--- src/rtl/dma_arb_pkg.sv ---
package dma_arb_pkg;
  localparam int unsigned MAX_EXP = 10;
  localparam int unsigned CNT_W   = MAX_EXP + 1;
  typedef logic [CNT_W-1:0] burst_cnt_t;
endpackage

--- src/rtl/dma_arb_pick.sv ---
module dma_arb_pick #(
  parameter int unsigned N_CH = 4
) (
  input  logic [N_CH-1:0] elig_i,
  input  logic [N_CH-1:0] hi_i,
  output logic [N_CH-1:0] win_o,
  output logic            any_o
);
  logic [N_CH-1:0] hi_pool;
  logic [N_CH-1:0] pool;

  assign hi_pool = elig_i & hi_i;
  assign pool    = (|hi_pool) ? hi_pool : elig_i;
  assign any_o   = |elig_i;

  // lowest index of the chosen group wins
  always_comb begin
    win_o = '0;
    for (int i = N_CH - 1; i >= 0; i--) begin
      if (pool[i]) begin
        win_o    = '0;
        win_o[i] = 1'b1;
      end
    end
  end
endmodule

--- src/rtl/dma_arb_exp_sel.sv ---
module dma_arb_exp_sel
  import dma_arb_pkg::*;
#(
  parameter int unsigned N_CH  = 4,
  parameter int unsigned EXP_W = 4
) (
  input  logic [N_CH*EXP_W-1:0] exp_i,
  input  logic [N_CH-1:0]       sel_i,
  output burst_cnt_t            load_o
);
  logic [N_CH-1:0][EXP_W-1:0] masked;
  logic [EXP_W-1:0]           chosen;
  int unsigned                clamped;

  for (genvar c = 0; c < N_CH; c++) begin : g_mask
    assign masked[c] = sel_i[c] ? exp_i[c*EXP_W +: EXP_W] : '0;
  end

  always_comb begin
    chosen = '0;
    for (int c = 0; c < N_CH; c++) chosen |= masked[c];
    clamped = (int'(chosen) > int'(MAX_EXP)) ? MAX_EXP : int'(chosen);
    load_o  = burst_cnt_t'((1 << clamped) - 1);
  end
endmodule

--- src/rtl/dma_arb_burst_cnt.sv ---
module dma_arb_burst_cnt
  import dma_arb_pkg::*;
(
  input  logic       clk,
  input  logic       rst_n,
  input  logic       load_i,
  input  burst_cnt_t load_val_i,
  input  logic       dec_i,
  output logic       last_o
);
  burst_cnt_t left_q;

  always_ff @(posedge clk) begin
    if (!rst_n)      left_q <= '0;
    else if (load_i) left_q <= load_val_i;
    else if (dec_i)  left_q <= left_q - 1'b1;
  end

  assign last_o = (left_q == '0);
endmodule

--- src/rtl/dma_burst_arbiter.sv ---
module dma_burst_arbiter
  import dma_arb_pkg::*;
#(
  parameter int unsigned N_CH  = 4,
  parameter int unsigned EXP_W = 4
) (
  input  logic                  clk,
  input  logic                  rst_n,
  input  logic [N_CH-1:0]       req_i,
  input  logic [N_CH-1:0]       chan_en_i,
  input  logic [N_CH-1:0]       req_mask_i,
  input  logic [N_CH-1:0]       hi_pri_i,
  input  logic [N_CH*EXP_W-1:0] burst_exp_i,
  input  logic                  xfer_done_i,
  output logic [N_CH-1:0]       grant_o,
  output logic                  grant_valid_o
);
  logic [N_CH-1:0] elig;
  logic [N_CH-1:0] winner;
  logic            any_elig;
  logic [N_CH-1:0] grant_q;
  logic            valid_q;
  logic            holder_live;
  logic            burst_last;
  logic            redecide;
  logic            count_dec;
  burst_cnt_t      load_val;

  assign elig = req_i & chan_en_i & ~req_mask_i;

  dma_arb_pick #(.N_CH(N_CH)) u_pick (
    .elig_i (elig),
    .hi_i   (hi_pri_i),
    .win_o  (winner),
    .any_o  (any_elig)
  );

  dma_arb_exp_sel #(.N_CH(N_CH), .EXP_W(EXP_W)) u_exp (
    .exp_i  (burst_exp_i),
    .sel_i  (winner),
    .load_o (load_val)
  );

  assign holder_live = valid_q && |(grant_q & elig);
  assign redecide    = !holder_live || (xfer_done_i && burst_last);
  assign count_dec   = holder_live && xfer_done_i && !burst_last;

  dma_arb_burst_cnt u_cnt (
    .clk        (clk),
    .rst_n      (rst_n),
    .load_i     (redecide && any_elig),
    .load_val_i (load_val),
    .dec_i      (count_dec),
    .last_o     (burst_last)
  );

  always_ff @(posedge clk) begin
    if (!rst_n) begin
      grant_q <= '0;
      valid_q <= 1'b0;
    end else if (redecide) begin
      grant_q <= winner;
      valid_q <= any_elig;
    end
  end

  assign grant_o       = grant_q;
  assign grant_valid_o = valid_q;
endmodule

--- config.mk ---
export PLATFORM = sky130hd
export DESIGN_NAME = dma_burst_arbiter
export DESIGN_NICKNAME = d
export VERILOG_FILES = /design/src/rtl/dma_arb_pkg.sv /design/src/rtl/dma_arb_pick.sv /design/src/rtl/dma_arb_exp_sel.sv /design/src/rtl/dma_arb_burst_cnt.sv /design/src/rtl/dma_burst_arbiter.sv
export SDC_FILE = /design/constraint.sdc
export NUM_CORES = 1
export LEC_CHECK = 0
export BUFFER_PORTS_ARGS = -buffer_cell sky130_fd_sc_hd__buf_2
export CELL_PAD_IN_SITES_DETAIL_PLACEMENT = 0
export CELL_PAD_IN_SITES_GLOBAL_PLACEMENT = 1
export CORE_UTILIZATION = 35
export DETAILED_ROUTE_END_ITERATION = 8
export GPL_TIMING_DRIVEN = 0
export PLACE_DENSITY_LB_ADDON = 0.1
export SLEW_MARGIN = 0
export SYNTH_ARGS = -nofsm -noshare
export SYNTH_HDL_FRONTEND = slang
export SYNTH_HIERARCHICAL = 1
export SYNTH_SLANG_ARGS = --single-unit
export TNS_END_PERCENT = 50
--- constraint.sdc ---
create_clock -name clk -period 3.5 [get_ports clk]
set_input_delay 0.175 -clock clk [delete_from_list [all_inputs] [get_ports clk]]
set_output_delay 0.175 -clock clk [all_outputs]
set_load 0.02 [all_outputs]
After elaboration in Yosys (flattened, before gate mapping)

Index checks and enable logic that the tools add are counted.

Register bits: 16

Add/subtract/negate cells: 2
Magnitude comparators: 1
Shift-type cells: 1
Multiplexer cells: 12
Bitwise gates (word level): 8
Reductions and logical operators: 13

Operators by type and width:

| operator                                                             | number |
|---|---|
| 4-bit 2-to-1 mux                                                     | 10 |
| 11-bit 2-to-1 mux                                                    | 2 |
| 4-bit bitwise AND                                                    | 4 |
| 4-bit OR                                                             | 3 |
| 4-bit OR reduction                                                   | 3 |
| 11-bit logical NOT                                                   | 1 |
| 1-bit by 4-bit left shift with 11-bit output, first input constant   | 1 |
| 11-bit by 1-bit subtractor with 11-bit output, second input constant | 1 |
| 11-bit by 2-bit subtractor with 11-bit output, second input constant | 1 |
| 1-bit logical AND                                                    | 5 |
| 4-bit greater-than comparator, second input constant                 | 1 |
| 4-bit inverter                                                       | 1 |
| 1-bit logical NOT                                                    | 2 |
| 2-bit nonzero test                                                   | 1 |
| 1-bit logical OR                                                     | 1 |

Depth between registers and ports, before layout

Depth in word-level cells: 18
Mapped depth: 15

Hierarchy

The synthesis kept the hierarchy.

By module, submodules not included:

| module            | instances | cells each | area each (µm²) | seq. area each (µm²) |
|---|---|---|---|---|
| dma_arb_burst_cnt | 1         | 70         | 599.3           | 220.2 |
| dma_burst_arbiter | 1         | 37         | 290.3           | 100.1 |
| dma_arb_exp_sel   | 1         | 30         | 265.3           | 0.0 |
| dma_arb_pick      | 1         | 18         | 108.9           | 0.0 |

Least setup slack after synthesis

Ideal clock, no wire load.

Path type: input port to flip-flop
From: input req_i[2]
To: register u_cnt.left_q[10]
Setup time: 0.136 ns
Arrival: 2.451 ns
Data required time: 3.364 ns
Setup slack: 0.913 ns
Stages on the path: 14
Cell sequence: nand2_1 > nor2_1 > a22oi_2 > o21ai_0 > and4_1 > a22o_1 > a221oi_4 > and3_4 > nand2_1 > ha_1 > inv_1 > mux2_4 > o21ai_0 > a31oi_1

Elaborated cells between the ends (all ways): 31
Classes of those cells: add/sub: 1; order compare: 1; shift: 1; mux: 11; bitwise: 7; reduce/logical: 10

RTL lines:

| element                                           | RTL line                | text |
|---|---|---|
| start: declaration                                | dma_burst_arbiter.sv:9  | `input logic [N_CH-1:0] req_i,` |
| 4-bit bitwise AND (*) (2 in a row)                | dma_burst_arbiter.sv:29 | `assign elig = req_i & chan_en_i & ~req_mask_i;` |
| via elig[2]                                       | dma_burst_arbiter.sv:18 | `logic [N_CH-1:0] elig;` |
| 4-bit bitwise AND                                 | dma_arb_pick.sv:12      | `assign hi_pool = elig_i & hi_i;` |
| 4-bit OR reduction                                | dma_arb_pick.sv:13      | `assign pool = (\|hi_pool) ? hi_pool : elig_i;` |
| 4-bit 2-to-1 mux (*)                              | dma_arb_pick.sv:13      |  |
| 4-bit 2-to-1 mux (3 in a row)                     | dma_arb_pick.sv:20      | `if (pool[i]) begin` |
| 4-bit 2-to-1 mux (*)                              | dma_arb_pick.sv:20      |  |
| via winner[3]                                     | dma_burst_arbiter.sv:19 | `logic [N_CH-1:0] winner;` |
| 4-bit 2-to-1 mux (*)                              | dma_arb_exp_sel.sv:16   | `assign masked[c] = sel_i[c] ? exp_i[c*EXP_W +: EXP_W] : '0;` |
| 4-bit OR (*)                                      | dma_arb_exp_sel.sv:21   | `for (int c = 0; c < N_CH; c++) chosen \|= masked[c];` |
| 4-bit greater-than comparator                     | dma_arb_exp_sel.sv:22   | `clamped = (int'(chosen) > int'(MAX_EXP)) ? MAX_EXP : int'(chosen);` |
| 4-bit 2-to-1 mux (*)                              | dma_arb_exp_sel.sv:22   |  |
| 1-bit by 4-bit left shift with 11-bit output (*)  | dma_arb_exp_sel.sv:23   | `load_o = burst_cnt_t'((1 << clamped) - 1);` |
| 11-bit by 2-bit subtractor with 11-bit output (*) | dma_arb_exp_sel.sv:23   |  |
| via load_val[10]                                  | dma_burst_arbiter.sv:27 | `burst_cnt_t load_val;` |
| 11-bit 2-to-1 mux (*)                             | dma_arb_burst_cnt.sv:15 | `else if (load_i) left_q <= load_val_i;` |
| end signal: assignment                            | dma_arb_burst_cnt.sv:15 |  |
| end signal: assignment                            | dma_arb_burst_cnt.sv:16 | `else if (dec_i) left_q <= left_q - 1'b1;` |
| end: declaration                                  | dma_arb_burst_cnt.sv:11 | `burst_cnt_t left_q;` |

The timed path passes the listed nets; every way through them passes the cells marked *.
A chain may end at the register's enable or synchronous reset.

Final worst setup path

From: register u_cnt.left_q[2]
To: register u_cnt.left_q[9]

Cells in the longest elaborated chain, start to end: 5
Elaborated cells between the ends (all ways): 10
Classes of those cells: add/sub: 1; mux: 2; reduce/logical: 7

Ends and longest elaborated chain:

| element                                                 | RTL line                | text |
|---|---|---|
| 11-bit logical NOT (*)                                  | dma_arb_burst_cnt.sv:19 | `assign last_o = (left_q == '0);` |
| via burst_last                                          | dma_burst_arbiter.sv:24 | `logic burst_last;` |
| 1-bit logical AND                                       | dma_burst_arbiter.sv:45 | `assign redecide = !holder_live \|\| (xfer_done_i && burst_last);` |
| 1-bit logical OR                                        | dma_burst_arbiter.sv:45 |  |
| 1-bit logical AND                                       | dma_burst_arbiter.sv:51 | `.load_i (redecide && any_elig),` |
| 11-bit 2-to-1 mux or 2-bit nonzero test (tied branches) | n/a                     |  |

The timed path passes the listed nets; every way through them passes the cells marked *. The select of a mux whose other input is x is not followed.

==> metrics.md <==
| Metric | Value |
|---|---|
| Status | complete, no violations |
| Clk_lat worst skew | roughly 0.28 ns |
| Worst min-delay path class | primary input to register |
| GRT Total Usage | 18.4% |
| Most common cell after layout, fill and taps aside | buf_2 |
| Share of the synthesized area in the top cell type | around 25% |
| Ys flop type | dfxtp_1 |
| Core area | 3390 sq um |
| Non-Filler Cell Area, Final | between 1500 and 2000 sq um |
| Most frequent cells in the layout | buf_2, nand2_1, o21ai_0, dfxtp_1, inv_1 |
| Area of the multi-input gates | between 800 and 900 sq um |
| Synth top area cells | dfxtp_1, o21ai_0, nand2_1 |
| Final ANT Viol Nets | 0 |
| Io pins | 40 |
| Cts hold-fix bufs | 0 |
| Yosys reg bits | 16 |
| CTS tree | built |
| Critical path buffers and inverters | 4 |
| Detailed-route vias per instance | between 5 and 6 |
| Via count | about 1300 |
| Most used cell, CP | buf_6 |
| Largest net degree at the start of global routing | 11 |
| Clock power frac | a little under a quarter |
| Critical Path Fanout Max | 10 |
| Worst-path cell with the longest stage delay | or4_4 |
| H-tree depth | 1 |
| Crit path launch type | register |
| Antenna violations before repair | 0 |
| Cell Pwr Density | 327 nW/um^2 |
| Crit path cell chain | or4_4 > buf_6 > nor4_1 > nand2_1 > and3_1 > buf_6 > nor2b_1 > inv_1 > clkbuf_1 > o21ai_0 > a31oi_1 |
| GPL Wtd Cong | 0.785 |
| Number of fill cells in the layout | 341 |
| Die Span Y | 62.1 um |
| Switching Fraction | approximately a third |
| DRT iter0 DRCs | a little over 50 |
| Fmax | about 320 MHz |
| Detailed placement HPWL | 2.58 mm |
| Post-synth cell types | 47 |
| N_diodes | 0 |
| Gate power share | between 30% and 40% |
| Cell taking the most area after synthesis | dfxtp_1 |
| P&R area growth vs syn | 22.9% |
| Mapped Cells | 155 |
| Max-cap viol count | 0 |
| Final WS setup | between 0.3 and 0.4 ns |
| Crit end category | register |
| Min Clock Period, post-route | about 3.2 ns |
| Grt total ovfl | 0 |
| Final nets | 236 |
| Worst-path clk slew | roughly 0.1 ns |
| Row count | 21 |
| Die Width | between 60 and 70 um |
| CP max stage delay | 0.57 ns |
| Post-CTS Resized | 0 |
| Clock skew | ~0.0084 ns |
| Post-synth net total | between 150 and 200 |
| Initial Util | 37.3% |
| Crit share post-route | between 90% and 100% |
| Post-synth ARST share | 0% |
| Peak supply drop | between 0.09 and 0.1 mV |
| Pleak | around 0.64 nW |
| Register area | 320 sq um |
| Internal power | about 0.34 mW |
| Register area share after synthesis | 25.3% |
| Worst Setup Path Type | register to register |
| Setup WS pre-CTS | between 0.3 and 0.4 ns |
| First-pass GRT wire length | between 5 and 6 mm |
| Share of layout cells above drive strength 1 | between 30% and 40% |
| CTS Buf Count | 3 |
| Slew Viols, Final | 0 |
| Critical Path RT | between 3 and 4 ns |
| Final hold vios | 0 |
| TNS Setup | 0 ns |
| P_sw | approximately 0.16 mW |
| Drt pass-1 iters | 4 |
| Rel. slew slack | between 60 and 70% |
| CP top delay family | simple AND/OR/NAND/NOR gates |
| Dpl cell area | 1520 sq um |
| Drt wl/cell | between 10 and 15 um |
| DRC viols | 0 |
| Clock root buffer | clkbuf_4 |
| WL final | 3.18 mm |
| Avg Inst Size Synth | 8.15 sq um |
| Number of flops mapped to enable cells by yosys | 0 |
| Clk sinks | 16 |
| Vias in the first global route | 1180 |
| Port buffer count | 39 |
| Ys Warns | 6 |
| Synthesized cell area | between 1000 and 1500 sq um |
| Seq pwr share | 42.0% |
| Worst Max-Slew Pin Slew | 0.545 ns |
| Postcts setup bufs | 0 |
| Die area | around 3900 sq um |
| RSZ-0062 raised after global routing | false |
| Worst path arrival time | around 3.3 ns |
| Setup-failing EPs final | 0 |
| Max Root-Sink Buffers | 2 |
[worst reg2reg max path: cells and delay by family, from the launching register on]
kind	cells	cell delay [ns]
AO/OA/AOI/OAI	2	0.37
buffers and inverters	4	0.77
flip-flops	1	0.38
AND/OR/NAND/NOR	5	1.49
[cells in the mapped netlist, types with 3 or more instances]
master and n:
or4_1 6, nand2_1 19, mux2i_1 4, clkbuf_1 3, dfxtp_1 16, buf_6 3
a21oi_1 4, xnor2_1 3, o21ai_0 17, a22o_1 3, nor2_1 5, inv_1 10
o31ai_1 5, nand4b_1 5, a31oi_1 8
[cell type report]
class                   instances  share of cell area (%)
plain buffers                   7                    3.14
clock buffers                   4                    2.34
inverters                      10                    2.42
multi-input cells             122                    55.2
flip-flops and latches         16                    20.6
well taps                      46                    3.71
repair buffers                 39                    12.6
[sequential cells by signal, summed over array words and instances (netlist names)]
register / cells
grant_o: 4
grant_valid_o: 1
u_cnt/left_q: 11
[path summary, 6_finish.rpt]
check	depth (start not counted)	to	slack [ns]	startpoint
worst max-delay path	11	u_cnt/left_q[9]	0.35	u_cnt/left_q[2]
worst min register to register	2	u_cnt/left_q[5]	0.49	u_cnt/left_q[5]
worst min-delay path	3	u_cnt/left_q[10]	0.24	rst_n
worst max register to register	11	u_cnt/left_q[9]	0.35	u_cnt/left_q[2]
[power groups by stage]
stage                     clock [mW]  combinational (mW)  sequential [mW]
after detailed placement           0               0.173            0.217
after floorplan                    0               0.120            0.217
final                          0.121               0.173            0.214
after global placement             0               0.168            0.217
after global routing           0.130               0.194            0.216
after CTS                      0.124               0.173            0.213
[logic make-up after synthesis]
logic type               Yosys count  share of synthesized area, %
adder cells (fa/ha/maj)            2                          1.98
AND/OR/NAND/NOR                   58                          27.7
multiplexers                       5                          4.36
buffers and inverters             17                          6.83
flip-flops                        16                          25.3
XOR/XNOR                           3                          2.08
AO/OA/AOI/OAI                     54                          31.7
[per-layer routing]
layer  GRT usage, %  vias up  wire [um]
li1               -      677          -
met1           26.4      610       1640
met2           29.5       32       1420
met3           1.45        2        101
met4           4.76        0         12
met5              0        -          0
[per-stage QoR]
| step | cells | total power [mW] | hold WS (ns) | utilization (%) |
|---|---|---|---|---|
| 2_1_floorplan | 155 | 0.336 | 0.313 | - |
| 3_3_place_gp | 240 | 0.385 | 0.469 | 44.7 |
| 3_5_place_dp | 240 | 0.390 | 0.471 | 44.7 |
| 4_1_cts | 244 | 0.511 | 0.225 | 45.8 |
| 5_1_grt | 244 | 0.540 | 0.263 | 45.8 |
| 6_report | 244 | 0.508 | 0.239 | 45.8 |
(Power assumes the default switching activity.)
